`src/rtl/rot_pkg.sv`:
```
package rot_pkg;
  typedef enum logic [2:0] {AM_ACC, AM_ABS, AM_ABSX, AM_DP, AM_DPX} amode_t;
  typedef enum logic [3:0] {
    ST_IDLE, ST_F0, ST_F1, ST_F2, ST_EA, ST_R0, ST_R1, ST_R2,
    ST_ROT, ST_W0, ST_W1, ST_FIN
  } state_t;
endpackage

```
`src/rtl/rot_decode.sv`:
```
module rot_decode
  import rot_pkg::*;
(
  input  logic [7:0] opc,
  output logic       valid,
  output logic       right,
  output amode_t     mode
);
  always_comb begin
    valid = 1'b0;
    right = opc[6];
    mode  = AM_ACC;
    if (!opc[7] && opc[5]) begin
      case (opc[3:0])
        4'hA: begin valid = !opc[4]; mode = AM_ACC; end
        4'hE: begin valid = 1'b1; mode = opc[4] ? AM_ABSX : AM_ABS; end
        4'h6: begin valid = 1'b1; mode = opc[4] ? AM_DPX : AM_DP; end
        default: valid = 1'b0;
      endcase
    end
  end
endmodule

```
`src/rtl/rot_alu.sv`:
```
module rot_alu #(
  parameter int DATA_W = 16
) (
  input  logic [DATA_W-1:0] val,
  input  logic              narrow,
  input  logic              right,
  input  logic              cin,
  output logic [DATA_W-1:0] res,
  output logic              cout,
  output logic              neg,
  output logic              zero
);
  localparam int HALF = DATA_W / 2;
  logic [HALF-1:0] lo, r_lo;

  always_comb begin
    lo   = val[HALF-1:0];
    r_lo = '0;
    if (narrow) begin
      if (right) begin
        r_lo = {cin, lo[HALF-1:1]};
        cout = lo[0];
      end else begin
        r_lo = {lo[HALF-2:0], cin};
        cout = lo[HALF-1];
      end
      res  = {{HALF{1'b0}}, r_lo};
      neg  = r_lo[HALF-1];
      zero = (r_lo == '0);
    end else begin
      if (right) begin
        res  = {cin, val[DATA_W-1:1]};
        cout = val[0];
      end else begin
        res  = {val[DATA_W-2:0], cin};
        cout = val[DATA_W-1];
      end
      neg  = res[DATA_W-1];
      zero = (res == '0);
    end
  end
endmodule

```
`src/rtl/rot_agen.sv`:
```
module rot_agen
  import rot_pkg::*;
#(
  parameter int DATA_W = 16,
  parameter int ADDR_W = 24
) (
  input  amode_t                   mode,
  input  logic [DATA_W-1:0]        oprnd,
  input  logic [DATA_W-1:0]        x,
  input  logic [DATA_W-1:0]        d,
  input  logic [ADDR_W-DATA_W-1:0] bank,
  input  logic                     idx8,
  output logic [ADDR_W-1:0]        ea
);
  localparam int HALF = DATA_W / 2;
  logic [DATA_W-1:0] xidx;
  logic [DATA_W-1:0] abs_sum;

  always_comb begin
    xidx    = idx8 ? {{HALF{1'b0}}, x[HALF-1:0]} : x;
    abs_sum = oprnd + x;
    case (mode)
      AM_ABS:  ea = {bank, oprnd};
      AM_ABSX: ea = {bank, abs_sum};
      AM_DP:   ea = ADDR_W'(d) + ADDR_W'(oprnd[HALF-1:0]);
      AM_DPX:  ea = ADDR_W'(d) + ADDR_W'(oprnd[HALF-1:0]) + ADDR_W'(xidx);
      default: ea = '0;
    endcase
  end
endmodule

```
`src/rtl/rot_cycles.sv`:
```
module rot_cycles
  import rot_pkg::*;
#(
  parameter int CYC_W = 4
) (
  input  amode_t           mode,
  input  logic             narrow,
  input  logic             dl_nz,
  output logic [CYC_W-1:0] cnt
);
  logic [CYC_W-1:0] wide_base;
  logic             is_dp;

  always_comb begin
    is_dp = (mode == AM_DP) || (mode == AM_DPX);
    case (mode)
      AM_ABS:  wide_base = CYC_W'(7);
      AM_ABSX: wide_base = CYC_W'(8);
      AM_DP:   wide_base = CYC_W'(6);
      AM_DPX:  wide_base = CYC_W'(7);
      default: wide_base = CYC_W'(2);
    endcase
    cnt = wide_base
        - CYC_W'(narrow && (mode != AM_ACC))
        + CYC_W'(is_dp && dl_nz);
  end
endmodule

```
`src/rtl/rot_rmw_unit.sv`:
```
module rot_rmw_unit
  import rot_pkg::*;
#(
  parameter int DATA_W = 16,
  parameter int ADDR_W = 24,
  parameter int CYC_W  = 4
) (
  input  logic              clk,
  input  logic              rst,
  input  logic              start_i,
  input  logic [7:0]        opcode_i,
  input  logic [15:0]       a_i,
  input  logic [15:0]       x_i,
  input  logic [15:0]       d_i,
  input  logic [15:0]       pc_i,
  input  logic [7:0]        dbank_i,
  input  logic [7:0]        pbank_i,
  input  logic              carry_i,
  input  logic              mem8_i,
  input  logic              idx8_i,
  output logic [23:0]       mem_addr_o,
  output logic              mem_rd_o,
  output logic              mem_wr_o,
  output logic [7:0]        mem_wdata_o,
  input  logic [7:0]        mem_rdata_i,
  output logic              done_o,
  output logic              illegal_o,
  output logic [15:0]       a_o,
  output logic [15:0]       pc_o,
  output logic              carry_o,
  output logic              neg_o,
  output logic              zero_o,
  output logic [3:0]        cycles_o
);
  localparam int HALF   = DATA_W / 2;
  localparam int BANK_W = ADDR_W - DATA_W;

  state_t              state;
  amode_t              mode_q, dec_mode;
  logic                dec_valid, dec_right;
  logic                right_q, m_q, xf_q, c_q;
  logic [DATA_W-1:0]   a_q, x_q, d_q, pc_q, dat_q, res_q;
  logic [BANK_W-1:0]   db_q, pb_q;
  logic [HALF-1:0]     op_lo, op_hi;
  logic [ADDR_W-1:0]   ea_q, agen_ea;
  logic                rc_q, rn_q, rz_q;
  logic [DATA_W-1:0]   alu_res;
  logic                alu_c, alu_n, alu_z;
  logic [CYC_W-1:0]    cyc_cnt;
  logic                is_abs, is_acc;
  logic [DATA_W-1:0]   pc_len;

  rot_decode u_dec (.opc(opcode_i), .valid(dec_valid), .right(dec_right), .mode(dec_mode));

  rot_alu #(.DATA_W(DATA_W)) u_alu (
    .val(dat_q), .narrow(m_q), .right(right_q), .cin(c_q),
    .res(alu_res), .cout(alu_c), .neg(alu_n), .zero(alu_z)
  );

  rot_agen #(.DATA_W(DATA_W), .ADDR_W(ADDR_W)) u_agen (
    .mode(mode_q), .oprnd({op_hi, op_lo}), .x(x_q), .d(d_q),
    .bank(db_q), .idx8(xf_q), .ea(agen_ea)
  );

  rot_cycles #(.CYC_W(CYC_W)) u_cyc (
    .mode(mode_q), .narrow(m_q), .dl_nz(d_q[HALF-1:0] != '0), .cnt(cyc_cnt)
  );

  assign is_abs = (mode_q == AM_ABS) || (mode_q == AM_ABSX);
  assign is_acc = (mode_q == AM_ACC);
  assign pc_len = is_abs ? DATA_W'(2) : (is_acc ? DATA_W'(0) : DATA_W'(1));

  // Memory port, driven from registered state
  always_comb begin
    mem_addr_o  = '0;
    mem_rd_o    = 1'b0;
    mem_wr_o    = 1'b0;
    mem_wdata_o = '0;
    case (state)
      ST_F0: begin mem_rd_o = 1'b1; mem_addr_o = {pb_q, pc_q}; end
      ST_F1: if (is_abs) begin
        mem_rd_o = 1'b1; mem_addr_o = {pb_q, pc_q + DATA_W'(1)};
      end
      ST_R0: begin mem_rd_o = 1'b1; mem_addr_o = ea_q; end
      ST_R1: if (!m_q) begin
        mem_rd_o = 1'b1; mem_addr_o = ea_q + ADDR_W'(1);
      end
      ST_W0: begin mem_wr_o = 1'b1; mem_addr_o = ea_q; mem_wdata_o = res_q[HALF-1:0]; end
      ST_W1: begin mem_wr_o = 1'b1; mem_addr_o = ea_q + ADDR_W'(1); mem_wdata_o = res_q[DATA_W-1:HALF]; end
      default: ;
    endcase
  end

  always_ff @(posedge clk) begin
    if (rst) begin
      state <= ST_IDLE;
      done_o <= 1'b0; illegal_o <= 1'b0;
      a_o <= '0; pc_o <= '0; carry_o <= 1'b0; neg_o <= 1'b0; zero_o <= 1'b0;
      cycles_o <= '0;
      mode_q <= AM_ACC; right_q <= 1'b0; m_q <= 1'b0; xf_q <= 1'b0; c_q <= 1'b0;
      a_q <= '0; x_q <= '0; d_q <= '0; pc_q <= '0; dat_q <= '0; res_q <= '0;
      db_q <= '0; pb_q <= '0; op_lo <= '0; op_hi <= '0; ea_q <= '0;
      rc_q <= 1'b0; rn_q <= 1'b0; rz_q <= 1'b0;
    end else begin
      done_o    <= 1'b0;
      illegal_o <= 1'b0;
      case (state)
        ST_IDLE: if (start_i) begin
          if (!dec_valid) begin
            illegal_o <= 1'b1;
          end else begin
            mode_q <= dec_mode; right_q <= dec_right;
            m_q <= mem8_i; xf_q <= idx8_i; c_q <= carry_i;
            a_q <= a_i; x_q <= x_i; d_q <= d_i; pc_q <= pc_i;
            db_q <= dbank_i; pb_q <= pbank_i;
            op_lo <= '0; op_hi <= '0;
            dat_q <= a_i;
            state <= (dec_mode == AM_ACC) ? ST_ROT : ST_F0;
          end
        end
        ST_F0: state <= ST_F1;
        ST_F1: begin
          op_lo <= mem_rdata_i;
          state <= is_abs ? ST_F2 : ST_EA;
        end
        ST_F2: begin op_hi <= mem_rdata_i; state <= ST_EA; end
        ST_EA: begin ea_q <= agen_ea; state <= ST_R0; end
        ST_R0: state <= ST_R1;
        ST_R1: begin
          dat_q[HALF-1:0] <= mem_rdata_i;
          state <= m_q ? ST_ROT : ST_R2;
        end
        ST_R2: begin dat_q[DATA_W-1:HALF] <= mem_rdata_i; state <= ST_ROT; end
        ST_ROT: begin
          res_q <= alu_res; rc_q <= alu_c; rn_q <= alu_n; rz_q <= alu_z;
          state <= is_acc ? ST_FIN : ST_W0;
        end
        ST_W0: state <= m_q ? ST_FIN : ST_W1;
        ST_W1: state <= ST_FIN;
        ST_FIN: begin
          done_o   <= 1'b1;
          carry_o  <= rc_q; neg_o <= rn_q; zero_o <= rz_q;
          a_o      <= !is_acc ? a_q :
                      (m_q ? {a_q[DATA_W-1:HALF], res_q[HALF-1:0]} : res_q);
          pc_o     <= pc_q + pc_len;
          cycles_o <= cyc_cnt;
          state    <= ST_IDLE;
        end
        default: state <= ST_IDLE;
      endcase
    end
  end

  // completion is a single pulse
  a_r12_done_pulse: assert property (@(posedge clk) disable iff (rst)
    done_o |=> !done_o);
  // a rejected opcode never completes in the same cycle
  a_r1_illegal_no_done: assert property (@(posedge clk) disable iff (rst)
    illegal_o |-> !done_o);
  // a rejected opcode starts no memory traffic
  a_r1_illegal_quiet: assert property (@(posedge clk) disable iff (rst)
    illegal_o |-> (state == ST_IDLE) && !mem_rd_o && !mem_wr_o);
  // the byte port never reads and writes together
  a_r9_port_excl: assert property (@(posedge clk) disable iff (rst)
    !(mem_rd_o && mem_wr_o));
  // accumulator form stays off the memory port
  a_r5_acc_nomem: assert property (@(posedge clk) disable iff (rst)
    (state != ST_IDLE && is_acc) |-> !mem_rd_o && !mem_wr_o);
  // 8-bit accumulator rotate keeps the high byte
  a_r5_hi_keep: assert property (@(posedge clk) disable iff (rst)
    (done_o && is_acc && m_q) |-> a_o[DATA_W-1:HALF] == a_q[DATA_W-1:HALF]);
  // reported cycle count lies within the table plus penalty
  a_r10_cyc_range: assert property (@(posedge clk) disable iff (rst)
    done_o |-> (cycles_o >= 4'd2) && (cycles_o <= 4'd8));
  // a write of the high byte always follows the low byte
  a_r9_hi_after_lo: assert property (@(posedge clk) disable iff (rst)
    (state == ST_W1) |-> $past(state == ST_W0));
endmodule

```
`config.mk`:
```
export PLATFORM = sky130hd
export DESIGN_NAME = rot_rmw_unit
export DESIGN_NICKNAME = d
export VERILOG_FILES = /design/src/rtl/rot_pkg.sv /design/src/rtl/rot_decode.sv /design/src/rtl/rot_alu.sv /design/src/rtl/rot_agen.sv /design/src/rtl/rot_cycles.sv /design/src/rtl/rot_rmw_unit.sv
export SDC_FILE = /design/constraint.sdc
export NUM_CORES = 1
export LEC_CHECK = 0
export ABC_CLOCK_PERIOD_IN_PS = 3800
export CAP_MARGIN = 40
export CORE_UTILIZATION = 55
export DETAILED_ROUTE_END_ITERATION = 10
export PLACE_DENSITY = 0.88
export SETUP_SLACK_MARGIN = 0.3
export SLEW_MARGIN = 20
export SYNTH_ARGS = -nofsm -noshare
export SYNTH_HDL_FRONTEND = slang
export SYNTH_SLANG_ARGS = --single-unit
```
`constraint.sdc`:
```
create_clock -name clk -period 3.8 [get_ports clk]
set_input_delay 0.76 -clock clk [delete_from_list [all_inputs] [get_ports clk]]
set_output_delay 0.76 -clock clk [all_outputs]
set_load 0.01 [all_outputs]
```
==> flow_summary.yaml, run 1 <==
outcome:
  status: "finished clean"
synth:
  synth_cell_types: 75
  async_flop_share: 0
  yosys_warnings: 0
  yosys-top-cells-area: "dfxtp_1 (35%), nand2_1 (10%), a21oi_1 (7.8%), ha_1 (5.2%), nor2_1 (4.2%)"
  synth_commonest_cells: "nand2_1 (335), dfxtp_1 (207), a21oi_1 (188)"
  synth_top_area_share: 0.345
  ys_ff_latch: 207
  ys.flop_type: "dfxtp_1"
  synth_fp_nets: 1747
  seq_area_frac_synth: 0.345
  yosysMostFrequentCell: "nand2_1"
  synth_area_leader_cell: "dfxtp_1"
  synth_area_um2: 12000
  syn_inst: 1590
  synth_edf_count: 0
  syn_avg_cell_area_um2: 7.54
cts:
  worstSkewPairLatency_ns: 0.53
  cts_root_buf: "clkbuf_16"
  htreeDepth: 1
  clkTransAtPathRegs_ns: 0.07
  clk_path_buf_depth: 3
  numCtsBuffers: 23
  cts_tree: "done"
  cts_sinks: 207
detailed_routing:
  dr.pass1.iters: 6
  detail-route-antenna-nets: 0
  routed_wl_um: 42200
  drt_iter0_markers: 1411
  viasPerCell: 6.35
  wl_per_cell_um: 20.3
  drcViolationCount: 0
  num_vias: 13166
setup_path:
  crit_path_max_fanout: 7
  critPathArrivalTime_ns: 3.95
  worst_ep_required_time_ns: 4.17
  cp-start-kind: "register"
  crit_type: "reg -> reg"
  endpoint_kind: "register"
cells_and_area:
  areaGrowthSynthToFinish_pct: 31.2
  diodes: 0
  num-nets-final: 1941
  drive_gt1_frac: 0.139
floorplanning:
  io_pins: 177
  start_util: 0.565
  rows: 53
  die_w_um: 150
  dieHeight_um: 150
  coreArea_um2: 21200
  die-area_um2: 22400
global_routing:
  grt_start_max_net_pins: 88
  grt_overflow: 0
  grt_pass1_wl_um: 64100
  grt_usage: 0.367
  antenna_found_initial: 0
  grt_pass1_vias: 11817
timing:
  fin_crit_sh: 0.943
  fin_worst_skew_ns: 0.0162
  setup_viol: 0
  rsz0062_at_grt: "true"
  report.final.slew_viol_count: 0
  final.setup.tns_ns: 0
  hold_viol: 0
  period_needed_ns: 3.58
  fmax_mhz: 279
  tightest_slew_ns: 0.850
  slew_headroom: 0.432
  worst_slack_ns: 0.216
power_and_ir_drop:
  p_leak_nw: 6.01
  vdd_drop_max_uv: 297
  power_density_nw_per_um2: 305
placed_design:
  dp_hpwl_um: 30300
  dp_slack_ns: 0.0877
  numPortBuffers: 176
  gp_congestion: 0.964
run:
  drv_cap: 0
worst_hold_path:
  min_path_type: "reg -> reg"
[power by group]
group | total (W) | switching, W | internal (W)
Combinational | 0.000236 | 0.000108 | 0.000128
Clock | 0.00237 | 0.000972 | 0.00140
Sequential | 0.00219 | 0.0000163 | 0.00218
[layer usage]
layer	vias to the layer above	routed length, um	track usage
met4	0	1910	0.159
met1	6118	17100	0.506
li1	6075	-	-
met2	825	18800	0.567
met3	148	4410	0.0558
met5	-	0	0
[flip-flops by register name (all words and copies together), names as in the netlist, 8 cells and up]
register / count
a_o: 16
a_q: 16
d_q: 16
dat_q: 16
db_q: 8
ea_q: 24
op_hi: 8
op_lo: 8
pb_q: 8
pc_o: 16
pc_q: 16
res_q: 16
x_q: 16
[per-stage QoR]
| stage | util | total power, W | instances | hold WS (ns) | instance area [um^2] |
|---|---|---|---|---|---|
| after floorplan | - | 0.00232 | 1590 | 0.429 | 12000 |
| after global placement | 0.667 | 0.00247 | 1994 | 0.440 | 14200 |
| after detailed placement | 0.668 | 0.00247 | 1995 | 0.448 | 14200 |
| after CTS | 0.723 | 0.00479 | 2052 | 0.457 | 15400 |
| after global routing | 0.742 | 0.00488 | 2075 | 0.471 | 15700 |
| final | 0.742 | 0.00480 | 2075 | 0.456 | 15700 |
[path summary, 6_finish.rpt]
kind | slack [ns] | end | startpoint | cells after the start
min | 0.46 | rc_q$_SDFFE_PP0N_ | rc_q$_SDFFE_PP0N_ | 2
max | 0.22 | ea_q[15]$_SDFFE_PP0P_ | op_lo[0]$_SDFFE_PP0P_ | 18
min reg2reg | 0.46 | rc_q$_SDFFE_PP0N_ | rc_q$_SDFFE_PP0N_ | 2
max reg2reg | 0.22 | ea_q[15]$_SDFFE_PP0P_ | op_lo[0]$_SDFFE_PP0P_ | 18
[cells by family (layout without fill, tap and decap cells)]
logic type | after synthesis | in the layout | synth area share
flops | 207 | 207 | 0.345
fa+ha+maj | 55 | 55 | 0.0605
xor+xnor | 50 | 50 | 0.0365
simple gates | 651 | 652 | 0.240
compound gates | 468 | 468 | 0.247
mux | 34 | 34 | 0.0286
buf+inv | 125 | 334 | 0.0417
[critical path: stages, from the launching register on]
cell	delay, ns
dfxtp_2	0.36
ha_4	0.15
inv_2	0.04
fa_2	0.35
nor2b_2	0.14
o31a_1	0.25
o32ai_4	0.14
nor2_1	0.20
nand2_1	0.13
xnor2_2	0.19
ha_2	0.36
a21oi_2	0.17
o21bai_1	0.09
a21oi_2	0.18
o21ai_0	0.09
a21oi_1	0.15
o311ai_0	0.13
a21oi_1	0.23
a221oi_2	0.09
[timing repair]
item | CTS | global route
setup buffers | 15 | 23
pin swaps | 26 | 28
endpoints found under the setup margin | 32 | 30
resized for setup | 98 | 60
hold buffers | 0 | 0
gates cloned | 1 | 0
[final cells by class]
type | instances | area, um^2
clock buffer | 26 | 587
inverter | 23 | 86.3
timing repair buffer | 270 | 2520
sequential | 207 | 4200
clock inverter | 15 | 196
tap | 275 | 344
fill | 1600 | 5480
multi-input combinational | 1259 | 7800
[layout by cell type, fill, tap and decap left out, drive strengths merged, types with 7 or more instances in the layout]
master / instances
o21a: 11
dfxtp: 207
clkinv: 7
a211oi: 41
nor2: 135
nand2: 336
a31oi: 25
a22oi: 19
a222oi: 7
xor2: 25
clkbuf: 28
clkdlybuf4s50: 156
nor2b: 20
nand2b: 11
nor4: 9
dlymetal6s2s: 11
a21oi: 189
ha: 50
o311ai: 9
buf: 95
o21bai: 7
a221oi: 12
nor3: 30
a311oi: 18
o21ai: 74
a21o: 16
mux2i: 32
or3: 9
inv: 26
and2: 8
and3: 14
nand3: 48
nand4: 15
xnor2: 25
(Power assumes the default switching activity.)
==> run 2, diff against run 1 <==
--- a/config.mk
+++ b/config.mk
@@ -10,6 +10,7 @@
 export CORE_UTILIZATION = 55
 export DETAILED_ROUTE_END_ITERATION = 10
 export PLACE_DENSITY = 0.88
+export REMOVE_ABC_BUFFERS = 1
 export SETUP_SLACK_MARGIN = 0.3
 export SLEW_MARGIN = 20
 export SYNTH_ARGS = -nofsm -noshare
==> flow_summary.yaml, run 2 (synthesis results as in run 1) <==
outcome:
  status: "finished clean"
cells_and_area:
  areaGrowthSynthToFinish_pct: 29.2
  final_cells: 2065
  drive_gt1_frac: 0.127
  fin_util: 0.730
  num-nets-final: 1931
  final_cell_mix: "nand2_1 (332), a21oi_1 (182), dfxtp_1 (180), clkdlybuf4s50_1 (159), nor2_1 (129)"
  largest_reg_flops: 24
  layout_commonest_cell: "nand2_1"
  top_register: "ea_q"
  nFillCells: 1633
  diodes: 0
global_routing:
  grt_pass1_wl_um: 58400
  grt_overflow: 0
  grt_start_max_net_pins: 87
  grt_usage: 0.324
  grt_pass1_vias: 11652
  antenna_found_initial: 0
floorplanning:
  io_pins: 177
  die_w_um: 150
  coreArea_um2: 21200
  start_util: 0.565
  rows: 53
  die-area_um2: 22400
  dieHeight_um: 150
setup_path:
  r2r_setup_slack_ns: 0.23
  crit_path_max_fanout: 6
  worst_ep_required_time_ns: 4.21
  slowest_delay_ns: 0.37
  crit_type: "reg -> reg"
  endpoint_kind: "register"
  crit_path_cell_trace: "ha_4 > inv_2 > fa_2 > nor2b_2 > o31a_1 > o21a_1 > nor2_1 > xnor2_1 > ha_1 > and3_4 > a311o_1 > a31oi_4 > nand4_1 > o311ai_2 > a21oi_1 > a221oi_1"
  cp-start-kind: "register"
  cp_slowest_cell: "dfxtp_4"
  critPathArrivalTime_ns: 3.98
cts:
  clkTransAtPathRegs_ns: 0.06
  numCtsBuffers: 22
  htreeDepth: 1
  clk_path_buf_depth: 3
  worstSkewPairLatency_ns: 0.52
  cts_tree: "done"
  cts_root_buf: "clkbuf_16"
  cts_sinks: 207
detailed_routing:
  routed_wl_um: 37800
  drcViolationCount: 0
  drt_iter0_markers: 1290
  num_vias: 12786
  dr.pass1.iters: 6
  detail-route-antenna-nets: 0
  wl_per_cell_um: 18.3
  viasPerCell: 6.19
timing:
  setup_viol: 0
  report.final.slew_viol_count: 0
  rsz0062_at_grt: "true"
  hold_viol: 0
  period_needed_ns: 3.57
  fin_crit_sh: 0.940
  slew_headroom: 0.439
  fin_worst_skew_ns: 0.0283
  tightest_slew_ns: 0.838
  fmax_mhz: 280
power_and_ir_drop:
  p_leak_nw: 5.83
  power_density_nw_per_um2: 294
  vdd_drop_max_uv: 322
placed_design:
  gp_congestion: 0.979
  dp.cells: 1985
  dp_hpwl_um: 26700
  numPortBuffers: 176
run:
  drv_cap: 0
worst_hold_path:
  min_path_type: "reg -> reg"
==> run 2: power by group <==
group          switching (W)  internal (W)
Clock               0.000890       0.00124
Combinational       0.000107      0.000127
Sequential         0.0000151       0.00217
==> run 2: final timing paths <==
| check | startpoint | endpoint | cells past startpoint |
|---|---|---|---|
| worst min-delay path | rn_q$_SDFFE_PP0N_ | neg_o$_SDFFE_PP0P_ | 2 |
| worst max-delay path | op_lo[0]$_SDFFE_PP0P_ | ea_q[15]$_SDFFE_PP0P_ | 16 |
| worst max register to register | op_lo[0]$_SDFFE_PP0P_ | ea_q[15]$_SDFFE_PP0P_ | 16 |
| worst min register to register | rn_q$_SDFFE_PP0N_ | neg_o$_SDFFE_PP0P_ | 2 |
==> run 2: metal layers <==
| layer | GRT usage | part of all wire |
|---|---|---|
| met5 | 0 | 0 |
| met3 | 0.0655 | 0.097 |
| met2 | 0.516 | 0.45 |
| met4 | 0.126 | 0.042 |
| met1 | 0.431 | 0.41 |
==> run 2: area by class of cell <==
class	count	area (um^2)	area share
Clock buffer	33	642	0.0414
Sequential cell	207	4210	0.271
Inverter	23	86.3	0.00557
Timing Repair Buffer	262	2440	0.157
Tap cell	275	344	0.0222
Clock inverter	7	77.6	0.00500
Multi-Input combinational cell	1258	7700	0.497
==> run 2: timing repair <==
item                       CTS  global route
hold buffers                 0             0
setup endpoints to repair   28            33
pin swaps                   16            46
resized for setup           54            84
buffers inserted            17            23
cloned                       0             0
==> run 2: through the flow <==
step	power [W]	setup TNS (ns)	setup WS [ns]	cell area [um^2]	hold slack, ns
after floorplan	0.00229	-69.10	-0.908	11600	0.423
after global placement	0.00246	0	0.151	14100	0.441
after detailed placement	0.00247	0	0.0520	14100	0.446
after CTS	0.00457	0	0.300	15000	0.454
after global routing	0.00467	-0.00268	-0.00268	15500	0.469
final	0.00455	0	0.229	15500	0.453
==> run 2: worst max-delay path, delay by kind of cell (launching register included) <==
family	cells	cell delay [ns]
compound gates	7	1.50
xor+xnor	1	0.21
fa+ha+maj	3	0.83
buf+inv	1	0.04
flops	1	0.37
simple gates	4	0.52
==> run 3, diff against run 2 <==
--- a/config.mk
+++ b/config.mk
@@ -8,6 +8,7 @@
 export ABC_CLOCK_PERIOD_IN_PS = 3800
 export CAP_MARGIN = 40
 export CORE_UTILIZATION = 55
+export CTS_CLUSTER_SIZE = 40
 export DETAILED_ROUTE_END_ITERATION = 10
 export PLACE_DENSITY = 0.88
 export REMOVE_ABC_BUFFERS = 1
==> flow_summary.yaml, run 3 (synthesis results as in run 1) <==
setup_path:
  crit_top_cell: "o21ai_0"
  crit_path_cell_trace: "ha_4 > inv_2 > fa_2 > buf_4 > xnor2_1 > ha_1 > nor2b_1 > o31a_1 > o21ai_0 > a21oi_1 > o211a_1 > o21ai_0 > nand3_1 > a221oi_1"
  worst_ep_required_time_ns: 4.22
  worst_path_dominant_cell_family: "compound AO/OA/AOI/OAI gates"
  cp-start-kind: "register"
  cp-startpoint: "op_lo[0]$_SDFFE_PP0P_"
  crit_path_max_fanout: 4
  cp_slowest_cell: "dfxtp_4"
  r2r-start: "op_lo[0]$_SDFFE_PP0P_"
  critPathArrivalTime_ns: 4.00
  endpoint_kind: "register"
  crit_type: "reg -> reg"
  slowest_delay_ns: 0.37
  critPathBufInv: 2
  r2r_setup_slack_ns: 0.22
global_routing:
  grt_usage: 0.324
  antenna_found_initial: 0
  grt_overflow: 0
  grt_util_met1: 0.430
  use_met2: 0.516
  top_usage_layer: "met2"
  grt_start_max_net_pins: 87
  grtUsageMet3: 0.0655
  grt_pass1_wl_um: 58400
  grt_pass1_vias: 11649
timing:
  fin_crit_sh: 0.942
  setup_viol: 0
  rsz0062_at_grt: "true"
  hold_viol: 0
  report.final.slew_viol_count: 0
  tightest_slew_ns: 0.814
  fin_worst_skew_ns: 0.0224
  slew_headroom: 0.456
  worst_slack_ns: 0.220
  final.setup.tns_ns: 0
  fmax_mhz: 279
  period_needed_ns: 3.58
worst_hold_path:
  min_path_type: "reg -> reg"
  min_from: "a_q[8]$_SDFFE_PP0P_"
run:
  drv_cap: 0
floorplanning:
  dieHeight_um: 150
  coreArea_um2: 21200
  die-area_um2: 22400
  rows: 53
  start_util: 0.565
  die_w_um: 150
  io_pins: 177
cells_and_area:
  areaGrowthSynthToFinish_pct: 29.4
  stdcell_area_um2: 15500
  final_cell_mix: "nand2_1 (332), a21oi_1 (182), dfxtp_1 (180), clkdlybuf4s50_1 (159), nor2_1 (129)"
  ff_latch_area_um2: 4210
  top_register: "ea_q"
  drive_gt1_frac: 0.126
  multi_input_area_um2: 7700
  layout_commonest_cell: "nand2_1"
  nFillCells: 1630
  largest_reg_flops: 24
  fin_util: 0.732
  num-nets-final: 1932
  diodes: 0
cts:
  clk_path_buf_depth: 3
  clkTransAtPathRegs_ns: 0.07
  cts_root_buf: "clkbuf_16"
  cts_tree: "done"
  cts_sinks: 207
  hold_buffers: 0
  numCtsBuffers: 22
  worstSkewPairLatency_ns: 0.52
  htreeDepth: 1
power_and_ir_drop:
  total_power_w: 0.00460
  vdd_drop_max_uv: 322
  power_density_nw_per_um2: 296
  p_leak_nw: 5.84
detailed_routing:
  wl_per_cell_um: 18.4
  routed_wl_um: 38000
  drcViolationCount: 0
  drt_iter0_markers: 1370
  dr.pass1.iters: 9
  num_vias: 12785
  detail-route-antenna-nets: 0
  viasPerCell: 6.19
placed_design:
  dp_hpwl_um: 26700
  dp_slack_ns: 0.0520
  place_area_um2: 14100
  numPortBuffers: 176
  gp_congestion: 0.979
outcome:
  status: "finished clean"
==> run 3: stage by stage <==
step,hold WS (ns),std cells
finish,0.454,2066
global route,0.469,2066
CTS,0.454,2042
detailed placement,0.446,1985
global placement,0.441,1984
floorplan,0.423,1488
==> run 3: worst paths after layout <==
check,to,cells after the start
min reg2reg,a_q[8]$_SDFFE_PP0P_,2
max,ea_q[10]$_SDFFE_PP0P_,14
max reg2reg,ea_q[10]$_SDFFE_PP0P_,14
min,a_q[8]$_SDFFE_PP0P_,2
==> run 3: cell type report <==
class,instances,share of cell area
clock buffers,33,0.0407
clock inverters,7,0.00661
inverters,23,0.00556
multi-input cells,1258,0.496
flip-flops and latches,207,0.271
well taps,275,0.0222
repair buffers,263,0.158
==> run 3: power by group <==
part,total (W),internal [W],leakage [nW],switching [W]
combinational,0.000233,0.000127,3.80,0.000107
sequential,0.00219,0.00217,1.69,0.0000151
clock,0.00218,0.00129,0.355,0.000890
total,0.00460,0.00359,5.84,0.00101
==> run 3: timing repair <==
action | 4_1_cts | 5_1_grt
setup endpoints to repair | 28 | 33
endpoints found under the hold margin | 0 | 0
resized for setup | 54 | 83
cloned | 0 | 0
pin swaps | 16 | 46
setup buffers | 17 | 24
==> run 3: tightest hold or removal path, stage by stage (launching register included) <==
cell     delay (ns)
dfxtp_1        0.31
nand2_1        0.05
a21oi_1        0.05
==> run 3: per-layer routing <==
| metal | vias to the layer above | part of all wire |
|---|---|---|
| li1 | 6058 | - |
| met1 | 5951 | 0.40 |
| met4 | 0 | 0.039 |
| met5 | - | 0 |
| met2 | 650 | 0.45 |
| met3 | 126 | 0.10 |
